File: src/rtl/cfg_i2c_slave.sv
module cfg_i2c_slave #(
  parameter logic [6:0] DEV_ADDR  = 7'h69,
  parameter int         NUM_REGS  = 8,
  parameter logic [7:0] REG_RESET = 8'hFF,
  localparam int        IW        = $clog2(NUM_REGS + 3),
  localparam int        AW        = $clog2(NUM_REGS)
) (
  input  logic                  clk,
  input  logic                  rst_n,
  input  logic                  scl_in,
  input  logic                  sda_in,
  input  logic                  pwr_down,
  output logic                  sda_oe,
  output logic [8*NUM_REGS-1:0] regs_out
);

  typedef enum logic [2:0] {S_IDLE, S_ADDR, S_WR, S_RD, S_SKIP} st_t;

  logic [1:0]    scl_sy, sda_sy;
  logic          scl_d, sda_d;
  st_t           st;
  logic [3:0]    cnt;
  logic [7:0]    rx, tx, txb;
  logic [IW-1:0] idx;
  logic          ackd, txen, mack;
  logic [7:0]    regs [NUM_REGS];

  wire scl_s    = scl_sy[1];
  wire sda_s    = sda_sy[1];
  wire scl_rise = scl_s & ~scl_d;
  wire scl_fall = ~scl_s & scl_d;
  wire start_c  = scl_s & scl_d & sda_d & ~sda_s;
  wire stop_c   = scl_s & scl_d & ~sda_d & sda_s;
  wire active   = (st == S_ADDR) || (st == S_WR) || (st == S_RD);

  assign sda_oe = (ackd | (txen & ~tx[7])) & ~pwr_down;

  always_comb begin
    if (idx == '0)                  txb = 8'(NUM_REGS);
    else if (idx <= IW'(NUM_REGS))  txb = regs[AW'(idx - IW'(1))];
    else                            txb = 8'hFF;
  end

  for (genvar g = 0; g < NUM_REGS; g++) begin : g_out
    assign regs_out[8*g +: 8] = regs[g];
  end

  always_ff @(posedge clk or negedge rst_n) begin
    if (!rst_n) begin
      scl_sy <= 2'b11;
      sda_sy <= 2'b11;
      scl_d  <= 1'b1;
      sda_d  <= 1'b1;
    end else begin
      scl_sy <= {scl_sy[0], scl_in};
      sda_sy <= {sda_sy[0], sda_in};
      scl_d  <= scl_s;
      sda_d  <= sda_s;
    end
  end

  always_ff @(posedge clk or negedge rst_n) begin
    if (!rst_n) begin
      st   <= S_IDLE;
      cnt  <= '0;
      rx   <= '0;
      tx   <= 8'hFF;
      idx  <= '0;
      ackd <= 1'b0;
      txen <= 1'b0;
      mack <= 1'b0;
      for (int i = 0; i < NUM_REGS; i++) regs[i] <= REG_RESET;
    end else if (pwr_down || stop_c) begin
      st   <= S_IDLE;
      cnt  <= '0;
      ackd <= 1'b0;
      txen <= 1'b0;
    end else if (start_c) begin
      st   <= S_ADDR;
      cnt  <= '0;
      ackd <= 1'b0;
      txen <= 1'b0;
    end else if (active) begin
      if (scl_rise) begin
        if (cnt < 4'd9) cnt <= cnt + 4'd1;
        if (cnt < 4'd8) rx <= {rx[6:0], sda_s};
        if (cnt == 4'd8) mack <= ~sda_s;
      end else if (scl_fall) begin
        if (cnt == 4'd8) begin
          txen <= 1'b0;
          case (st)
            S_ADDR: begin
              idx <= '0;
              if (rx[7:1] == DEV_ADDR) begin
                ackd <= 1'b1;
                st   <= rx[0] ? S_RD : S_WR;
              end else begin
                st <= S_SKIP;
              end
            end
            S_WR: begin
              if (idx < IW'(NUM_REGS + 2)) begin
                ackd <= 1'b1;
                idx  <= idx + IW'(1);
                if (idx >= IW'(2)) regs[AW'(idx - IW'(2))] <= rx;
              end else begin
                st <= S_SKIP;
              end
            end
            default: ;
          endcase
        end else if (cnt == 4'd9) begin
          cnt  <= '0;
          ackd <= 1'b0;
          if (st == S_RD) begin
            if (mack) begin
              tx   <= txb;
              txen <= 1'b1;
              if (idx <= IW'(NUM_REGS)) idx <= idx + IW'(1);
            end else begin
              st <= S_SKIP;
            end
          end
        end else if (st == S_RD && cnt != 4'd0) begin
          tx <= {tx[6:0], 1'b1};
        end
      end
    end
  end

endmodule

File: config.mk
export PLATFORM = sky130hd
export DESIGN_NAME = cfg_i2c_slave
export DESIGN_NICKNAME = d
export VERILOG_FILES = /design/src/rtl/cfg_i2c_slave.sv
export SDC_FILE = /design/constraint.sdc
export NUM_CORES = 1
export LEC_CHECK = 0
export BUFFER_PORTS_ARGS = -buffer_cell sky130_fd_sc_hd__buf_2
export CORE_MARGIN = 8
export CORE_UTILIZATION = 55
export CTS_CLUSTER_DIAMETER = 60
export DETAILED_ROUTE_END_ITERATION = 10
export PLACE_DENSITY_LB_ADDON = 0.25
export RECOVER_POWER = 25
export SKIP_LAST_GASP = 1
export SLEW_MARGIN = 20
export SYNTH_ARGS = -nofsm -noshare
export SYNTH_HDL_FRONTEND = slang
export SYNTH_SLANG_ARGS = --single-unit
File: constraint.sdc
create_clock -name clk -period 3.65 [get_ports clk]
set_clock_uncertainty 0.1 [all_clocks]
set_input_delay 0.365 -clock clk [delete_from_list [all_inputs] [get_ports clk]]
set_output_delay 0.365 -clock clk [all_outputs]
set_load 0.05 [all_outputs]
== Yosys cells after proc, flatten, opt, wreduce, memory -nomap -nowiden ==
Cells that the tools add are included.

* Add/sub/neg operators: 4
* $lt $le $gt $ge: 8
* Eq/ne operators: 18
* Multiplexer cells: 59
* Bitwise gates (word level): 22
* Reduce and logical (&&, ||, !) cells: 28

{| class="wikitable"
|+ Operators by type and width
! operator !! number
|-
| $mux 8 || 9
|-
| $bwmux 64 || 1
|-
| $mux 4 || 14
|-
| $mux 3 || 11
|-
| $bmux 8 s3 || 1
|-
| $demux 8 s3 || 1
|-
| $reduce_bool 4->1 || 6
|-
| $mux 1 || 19
|-
| $reduce_and 9->1 || 2
|-
| $reduce_and 5->1 || 3
|-
| $lt 4x4->1 const B || 3
|-
| $reduce_and 11->1 || 1
|-
| $ne 5x4->1 const B || 2
|-
| $ne 5x5->1 const B || 2
|-
| $not 1->1 || 10
|-
| $reduce_bool 2->1 || 5
|-
| $and 1x1->1 || 9
|-
| $add 4x1->4 const B || 2
|-
| $eq 4x4->1 const B || 2
|-
| $ge 4x4->1 const B || 2
|-
| $ne 4x1->1 const B || 2
|-
| $not 3->4 || 2
|-
| $pmux 4 s2 || 1
|-
| $reduce_and 8->1 || 1
|-
| 22 further kinds || 28
|}

* Flip-flop bits (word level): 100
* Input bits: 5

== Longest topological paths before layout ==
Gate-level depths: netlist of the first run.

* Depth in word-level cells: 10
* Mapped depth: 10

== Worst setup path after synthesis of the first run ==
No wires, ideal clock.

* Kind: register -> register
* From: reg idx[0]
* To: reg tx[3]
* Data arrival time: 2459 ps
* Required time: 3468 ps
* Setup slack: 1009 ps
* Cell stages (with the launch flop): 10
* Buffers on the path: 3
* Clock period less this slack: 2641 ps
* Path through: dfrtp_1 -> buf_4 -> buf_4 -> inv_1 -> ha_1 -> clkbuf_1 -> mux4_2 -> mux2_2 -> o32a_1 -> mux2_2

* Word-level cells in the longest chain between the ends: 10

{| class="wikitable"
|+ Ends and longest elaborated chain
! element !! line !! source
|-
| from (decl) || 24 || <nowiki>logic [IW-1:0] idx;</nowiki>
|-
| from (signal assigned) || 104 || <nowiki>idx <= idx + IW'(1);</nowiki>
|-
| from (signal assigned) || 119 || <nowiki>if (idx <= IW'(NUM_REGS)) idx <= idx + IW'(1);</nowiki>
|-
| $sub 3x1->3 || 40 || <nowiki>else if (idx <= IW'(NUM_REGS)) txb = regs[AW'(idx - IW'(1))];</nowiki>
|-
| $not 3->4 (not written as such) || 40 ||
|-
| $bmux 8 s3 || 40 ||
|-
| $mux 8 (not written as such) (2 in series) || 40 ||
|-
| $mux 8 || 40 ||
|-
| $mux 8 * || 39 || <nowiki>if (idx == '0) txb = 8'(NUM_REGS);</nowiki>
|-
| $mux 8 * || 116 || <nowiki>if (mack) begin</nowiki>
|-
| $mux 8 * || 115 || <nowiki>if (st == S_RD) begin</nowiki>
|-
| $mux 8 * || 112 || <nowiki>end else if (cnt == 4'd9) begin</nowiki>
|-
| to (signal assigned) || 117 || <nowiki>tx <= txb;</nowiki>
|-
| to (signal assigned) || 125 || <nowiki>tx <= {tx[6:0], 1'b1};</nowiki>
|-
| to (decl) || 23 || <nowiki>logic [7:0] rx, tx, txb;</nowiki>
|}

Every way passes the cells marked *; elsewhere a longest branch is shown, timed or not. The select of a mux whose other input is x is not followed.
A chain may end at the register's enable or synchronous reset.

== Final worst setup path of the first run ==
* From: reg cnt[0]
* To: reg regs (netlist bit regs_out[25])

* Word-level cells in the longest chain between the ends: 2

{| class="wikitable"
|+ Ends and longest elaborated chain
! element !! line !! source
|-
| from (decl) || 22 || <nowiki>logic [3:0] cnt;</nowiki>
|-
| from (signal assigned) || 85 || <nowiki>if (cnt < 4'd9) cnt <= cnt + 4'd1;</nowiki>
|-
| $eq 4x4->1 || 89 || <nowiki>if (cnt == 4'd8) begin</nowiki>
|-
| $reduce_and 9->1 (no source line) || n/a ||
|-
| to (signal, indexed assignment) || 105 || <nowiki>if (idx >= IW'(2)) regs[AW'(idx - IW'(2))] <= rx;</nowiki>
|-
| to (decl) || 26 || <nowiki>logic [7:0] regs [NUM_REGS];</nowiki>
|}

No other way between the ends.

==> flow_summary.toml, run 1 <==
[critical_path]
end_kind = "register"
worst_path_dominant_cell_family = "simple AND/OR/NAND/NOR gates"
path_max_fanout = 8
worstSetupPathType = "register to register"
crit_slowest_cell = "or3b_1"
crit_path_cell_trace = "inv_1, ha_1, and3b_1, nand4_1, or3b_1, nor3_4, mux2_2"
slowest_delay_ns = 0.56
crit_buf_inv = 1
worstPathArrival_ns = 3.13
worst_r2r_path_depth = 7
cp.depth = 7
cp.required_ns = 3.85
start_kind = "register"

[synthesis]
synth_area_leaders = "dfstp_2 (40%), mux2_2 (17%), dfrtp_1 (11%)"
synth_top_area_share_pct = 40.3
ys_ff_latch = 100
synth.largest_area_cell = "dfstp_2"
seq_area_frac_synth_pct = 51.1
synthArstFlopShare_pct = 100
synth.distinct_cells = 56
ys.flop_type = "dfstp_2"
synth_area_per_cell_um2 = 13.2
synth_fp_nets = 400
synth_cells = 385
ys_warn_count = 0
synth_edf_count = 0
synth_area_um2 = 5090

[final_layout]
diodes = 0
nNetsFinal = 464
fillers = 706
syn2layout_area_growth_pct = 12.7
final_area_um2 = 5740
drive_gt1_share_pct = 59.5

[die]
rows = 35
die_w_um = 112
initial_utilization_pct = 55.9
io_pins = 70
die_h_um = 112
dieArea_um2 = 12600
core_area_um2 = 9110

[outcome]
violations = "capacitance limit, slew limit"
outcome = "finished, violations left"

[global_route]
grt_first_pass_wirelength_um = 18700
grt-ovfl-total = 0
grt_start_max_net_pins = 84
antenna_found_initial = 0
grt_pass1_vias = 3462
grtUsageTotal_pct = 18.7

[drt]
drtIter0Drc = 207
ant_nets = 0
vias_per_cell = 5.97
first_pass_iters = 4
routed_wl_um = 11600
vias = 3372
drt_drc_violations_left = 0
wl_per_cell_um = 20.5

[clocking]
cts-htree-levels = 3
root_buffer = "clkbuf_8"
cts_buffers = 9
postCtsSetupBuffers = 0
clk_path_buf_depth = 2
ctsHoldBuffers = 2
cts.sinks = 100
clk_pin_slew_ns = 0.10
cts_tree = "done"
clk-insertion-delay-late_ns = 0.38
cts.repair.resized = 0

[sta]
fmax_mhz = 342
slew_violations = 84
fin_tns_setup_ns = 0
maxSlewHeadroom_pct = -34.6
setup_violations = 0
fin_crit_sh_pct = 80.2
rsz0062_at_grt = "false"
finalCriticalPeriod_ns = 2.93
worstMarginPinSlew_ns = 2.02
final.setup.worst_slack_ns = 0.723
hold_viol = 0

[hold_path]
hold_path_class = "register to register"
worstHoldPathCells = 0

[pwr]
peakVddDrop_uv = 197
power_mw = 1.90
powerDensity_nw_per_um2 = 332
p_leak_nw = 2.57

[placement]
gp_congestion = 0.882
dp_slack_ns = 0.740
placed_cell_area_um2 = 5510
port_buffers = 69
hpwlAfterDp_um = 8310

[flow_run]
max_cap_viol_count = 1
==> sequential cells by signal (all words and copies together), names as in the netlist <==
register	flops
regs_out	64
rx	8
tx	8
cnt	4
idx	4
st	3
scl_sy	2
sda_sy	2
ackd	1
mack	1
scl_d	1
sda_d	1
txen	1
==> path summary, 6_finish.rpt <==
| kind | from | endpoint | slack, ns |
|---|---|---|---|
| max in group asynchronous | rst_n | regs_out[33] | 1.18 |
| worst max-delay path | cnt[0] | regs_out[25] | 0.72 |
| worst min register to register | sda_sy[0] | sda_sy[1] | 0.27 |
| worst max register to register | cnt[0] | regs_out[25] | 0.72 |
| worst min-delay path | sda_sy[0] | sda_sy[1] | 0.27 |
| min in group asynchronous | rst_n | cnt[3] | 0.98 |
==> synth_stat cells, types with 3 or more instances <==
library cell,instances
nor2_1,15
nor2b_1,9
ha_1,10
dfrtp_1,22
buf_4,3
a21oi_1,10
mux2_1,3
and3b_1,4
a31oi_1,10
a22oi_1,5
mux2_2,76
mux4_2,16
nand3b_1,3
inv_1,13
nand3_1,6
buf_2,3
mux2i_1,4
dfstp_2,78
nand2_1,15
o31ai_1,3
clkbuf_1,11
nor3_4,3
buf_1,7
o21ai_0,12
and3_1,5
==> power breakdown <==
| group | internal, mW | total, mW | leakage, nW | switching, mW |
|---|---|---|---|---|
| clock network | 0.285 | 0.696 | 0.100 | 0.411 |
| registers | 1.12 | 1.14 | 1.09 | 0.0140 |
| logic | 0.0229 | 0.0705 | 1.37 | 0.0476 |
==> stage by stage <==
| step | hold WS, ns | std cells | util (%) |
|---|---|---|---|
| 6_report | 0.266 | 565 | 63.0 |
| 5_1_grt | 0.271 | 565 | 63.0 |
| 3_5_place_dp | 0.247 | 546 | 60.5 |
| 3_3_place_gp | 0.246 | 546 | 60.5 |
| 4_1_cts | 0.108 | 564 | 62.9 |
| 2_1_floorplan | -0.0306 | 385 | - |
==> cells in the final DEF (no fill, tap or decap), types with 4 or more instances in the layout <==
cell type	instances
ha_1	10
dfstp_2	76
and3b_1	4
inv_1	13
nor2_1	15
and3_1	5
buf_4	6
a22oi_1	5
a31oi_1	10
o21ai_0	12
a21oi_1	10
clkbuf_8	10
dfrtp_1	22
buf_2	68
nand2_1	15
mux4_2	16
mux2_2	76
nand3_1	6
mux2i_1	4
nor2b_1	9
==> final cells by class <==
| type | instances | area, um2 | share of cell area (%) |
|---|---|---|---|
| flip-flops and latches | 100 | 2600 | 45.3 |
| multi-input cells | 247 | 2330 | 40.6 |
| repair buffers | 78 | 420 | 7.33 |
| clock buffers | 11 | 141 | 2.47 |
| well taps | 111 | 139 | 2.42 |
| clock inverters | 5 | 56.3 | 0.982 |
| inverters | 13 | 48.8 | 0.851 |
==> kinds of logic (layout without fill, tap and decap cells) <==
group,Yosys count,count (layout),synth area share [%]
xor gates and xnor gates,3,3,0.516
adders and majority gates,10,10,2.46
DFF,100,100,51.1
and+or+nand+nor,80,80,10.2
buffers and inverters,38,107,3.12
muxes,99,99,25.4
AOI/OAI and AO/OA,55,55,7.23
==> routing by layer <==
layer	share of wire [%]	routed length (um)	vias to the layer above	track usage (%)
met1	47	5490	1706	25.7
met2	45	5200	106	28.2
met3	6.3	731	15	4.62
met4	1.6	187	0	6.83
met5	0	0	-	0
li1	-	-	1545	-
Power figures use the tool's default switching activity.
==> run 2, diff against run 1 <==
==> constraint.sdc (replaced) <==
create_clock -name clk -period 3 [get_ports clk]
set_clock_uncertainty 0.1 [all_clocks]
set_input_delay 0.3 -clock clk [delete_from_list [all_inputs] [get_ports clk]]
set_output_delay 0.3 -clock clk [all_outputs]
set_load 0.05 [all_outputs]
==> flow_summary.toml, run 2 (synthesis results as in run 1) <==
[outcome]
outcome = "finished clean"

[sta]
fin_tns_setup_ns = 0
whs_ns = 0.269
finalCriticalPeriod_ns = 2.80
maxSlewHeadroom_pct = 15.6
fin_crit_sh_pct = 93.5
hold_viol = 0
setup_violations = 0
fmax_mhz = 357
worstMarginPinSlew_ns = 1.27
slew_violations = 0

[drt]
first_pass_iters = 4
wl_per_cell_um = 21.1
ant_nets = 0
drt_drc_violations_left = 0
vias = 3453
vias_per_cell = 6.01
routed_wl_um = 12100
drtIter0Drc = 235

[critical_path]
timing.rr.start = "cnt[0]"
path_max_fanout = 6
cp.required_ns = 3.21
start_kind = "register"
worstPathArrival_ns = 3.01
crit_slowest_cell = "or3b_1"
worst_path_dominant_cell_family = "simple AND/OR/NAND/NOR gates"
crit_path_cell_trace = "inv_1, ha_1, and3b_1, nand4_1, or3b_1, nor3_4, buf_4, mux2_2"
slowest_delay_ns = 0.57
critPathLaunch = "cnt[0]"
worstSetupPathType = "register to register"
crit_buf_inv = 2
end_kind = "register"

[final_layout]
mostFrequentLayoutCells = "mux2_2 (76), dfstp_2 (76), buf_2 (68), dfrtp_1 (22), mux4_2 (16)"
syn2layout_area_growth_pct = 14.5
finish.utilization_pct = 64.0
largest_reg_flops = 64
drive_gt1_share_pct = 60.6
diodes = 0
nNetsFinal = 474

[clocking]
clk-insertion-delay-late_ns = 0.37
clk_pin_slew_ns = 0.11
cts.sinks = 100
cts_tree = "done"
root_buffer = "clkbuf_8"
clk_path_buf_depth = 2
cts.repair.resized = 0
cts_buffers = 9
cts-htree-levels = 3

[die]
initial_utilization_pct = 55.9
die_w_um = 112
io_pins = 70
dieArea_um2 = 12600
rows = 35
core_area_um2 = 9110
die_h_um = 112

[hold_path]
hold_path_class = "register to register"
min-delay-start = "sda_sy[0]"

[pwr]
p_leak_nw = 2.62
peakVddDrop_uv = 215
powerDensity_nw_per_um2 = 399

[flow_run]
max_cap_viol_count = 0

[global_route]
grt_start_max_net_pins = 53
grt-ovfl-total = 0
grt_first_pass_wirelength_um = 19600
antenna_found_initial = 0
grtUsageTotal_pct = 19.8
grt_pass1_vias = 3540

[placement]
hpwlAfterDp_um = 8750
gp_congestion = 0.877
port_buffers = 69
==> run 2: power by group <==
part	internal, mW	total [mW]	switching [mW]	leakage, nW
clock	0.324	0.851	0.528	0.0964
sequential	1.37	1.38	0.0168	1.09
combinational	0.0296	0.0891	0.0594	1.43
==> run 2: what timing repair did <==
item | CTS | global route
endpoints found under the hold margin | 17 | 0
setup buffers | 0 | 4
setup endpoints to repair | 0 | 25
hold buffers | 3 | 0
==> run 2: final cells by class <==
| cell class | instances | area, um2 |
|---|---|---|
| clock inverter | 7 | 68.8 |
| multi-input combinational | 247 | 2330 |
| inverter | 13 | 48.8 |
| sequential | 100 | 2600 |
| fill | 718 | 3280 |
| timing repair buffer | 88 | 518 |
| tap | 111 | 139 |
| clock buffer | 9 | 124 |
==> run 2: final timing paths <==
| check | endpoint | slack (ns) | cells past startpoint |
|---|---|---|---|
| worst max-delay path | regs_out[31] | 0.20 | 8 |
| worst min-delay path | sda_sy[1] | 0.27 | 0 |
| worst max register to register | regs_out[31] | 0.20 | 8 |
| worst min register to register | sda_sy[1] | 0.27 | 0 |
| max in group asynchronous | idx[1] | 0.73 | 3 |
| min in group asynchronous | cnt[0] | 0.65 | 2 |
==> run 2: metal layers <==
metal / GRT usage [%] / share of wire [%]
met1: 26.7 / 45
met2: 31.0 / 47
met3: 5.21 / 6.9
met4: 4.95 / 1.3
met5: 0 / 0
==> run 2: metrics by stage <==
stage | std cells | cell area, um2 | power (mW) | worst slack [ns]
4_1_cts | 571 | 5790 | 2.35 | 0.105
6_report | 575 | 5830 | 2.32 | 0.196
5_1_grt | 575 | 5830 | 2.40 | -0.0156
3_3_place_gp | 552 | 5570 | 1.49 | 0.183
2_1_floorplan | 385 | 5090 | 1.44 | 0.359
3_5_place_dp | 552 | 5570 | 1.49 | 0.114
==> run 2: worst reg2reg max path, stage by stage, from the launching register on <==
cell and delay (ns):
dfrtp_1 0.45, inv_1 0.11, ha_1 0.25, and3b_1 0.29
nand4_1 0.21, or3b_1 0.57, nor3_4 0.25, buf_4 0.19
mux2_2 0.34
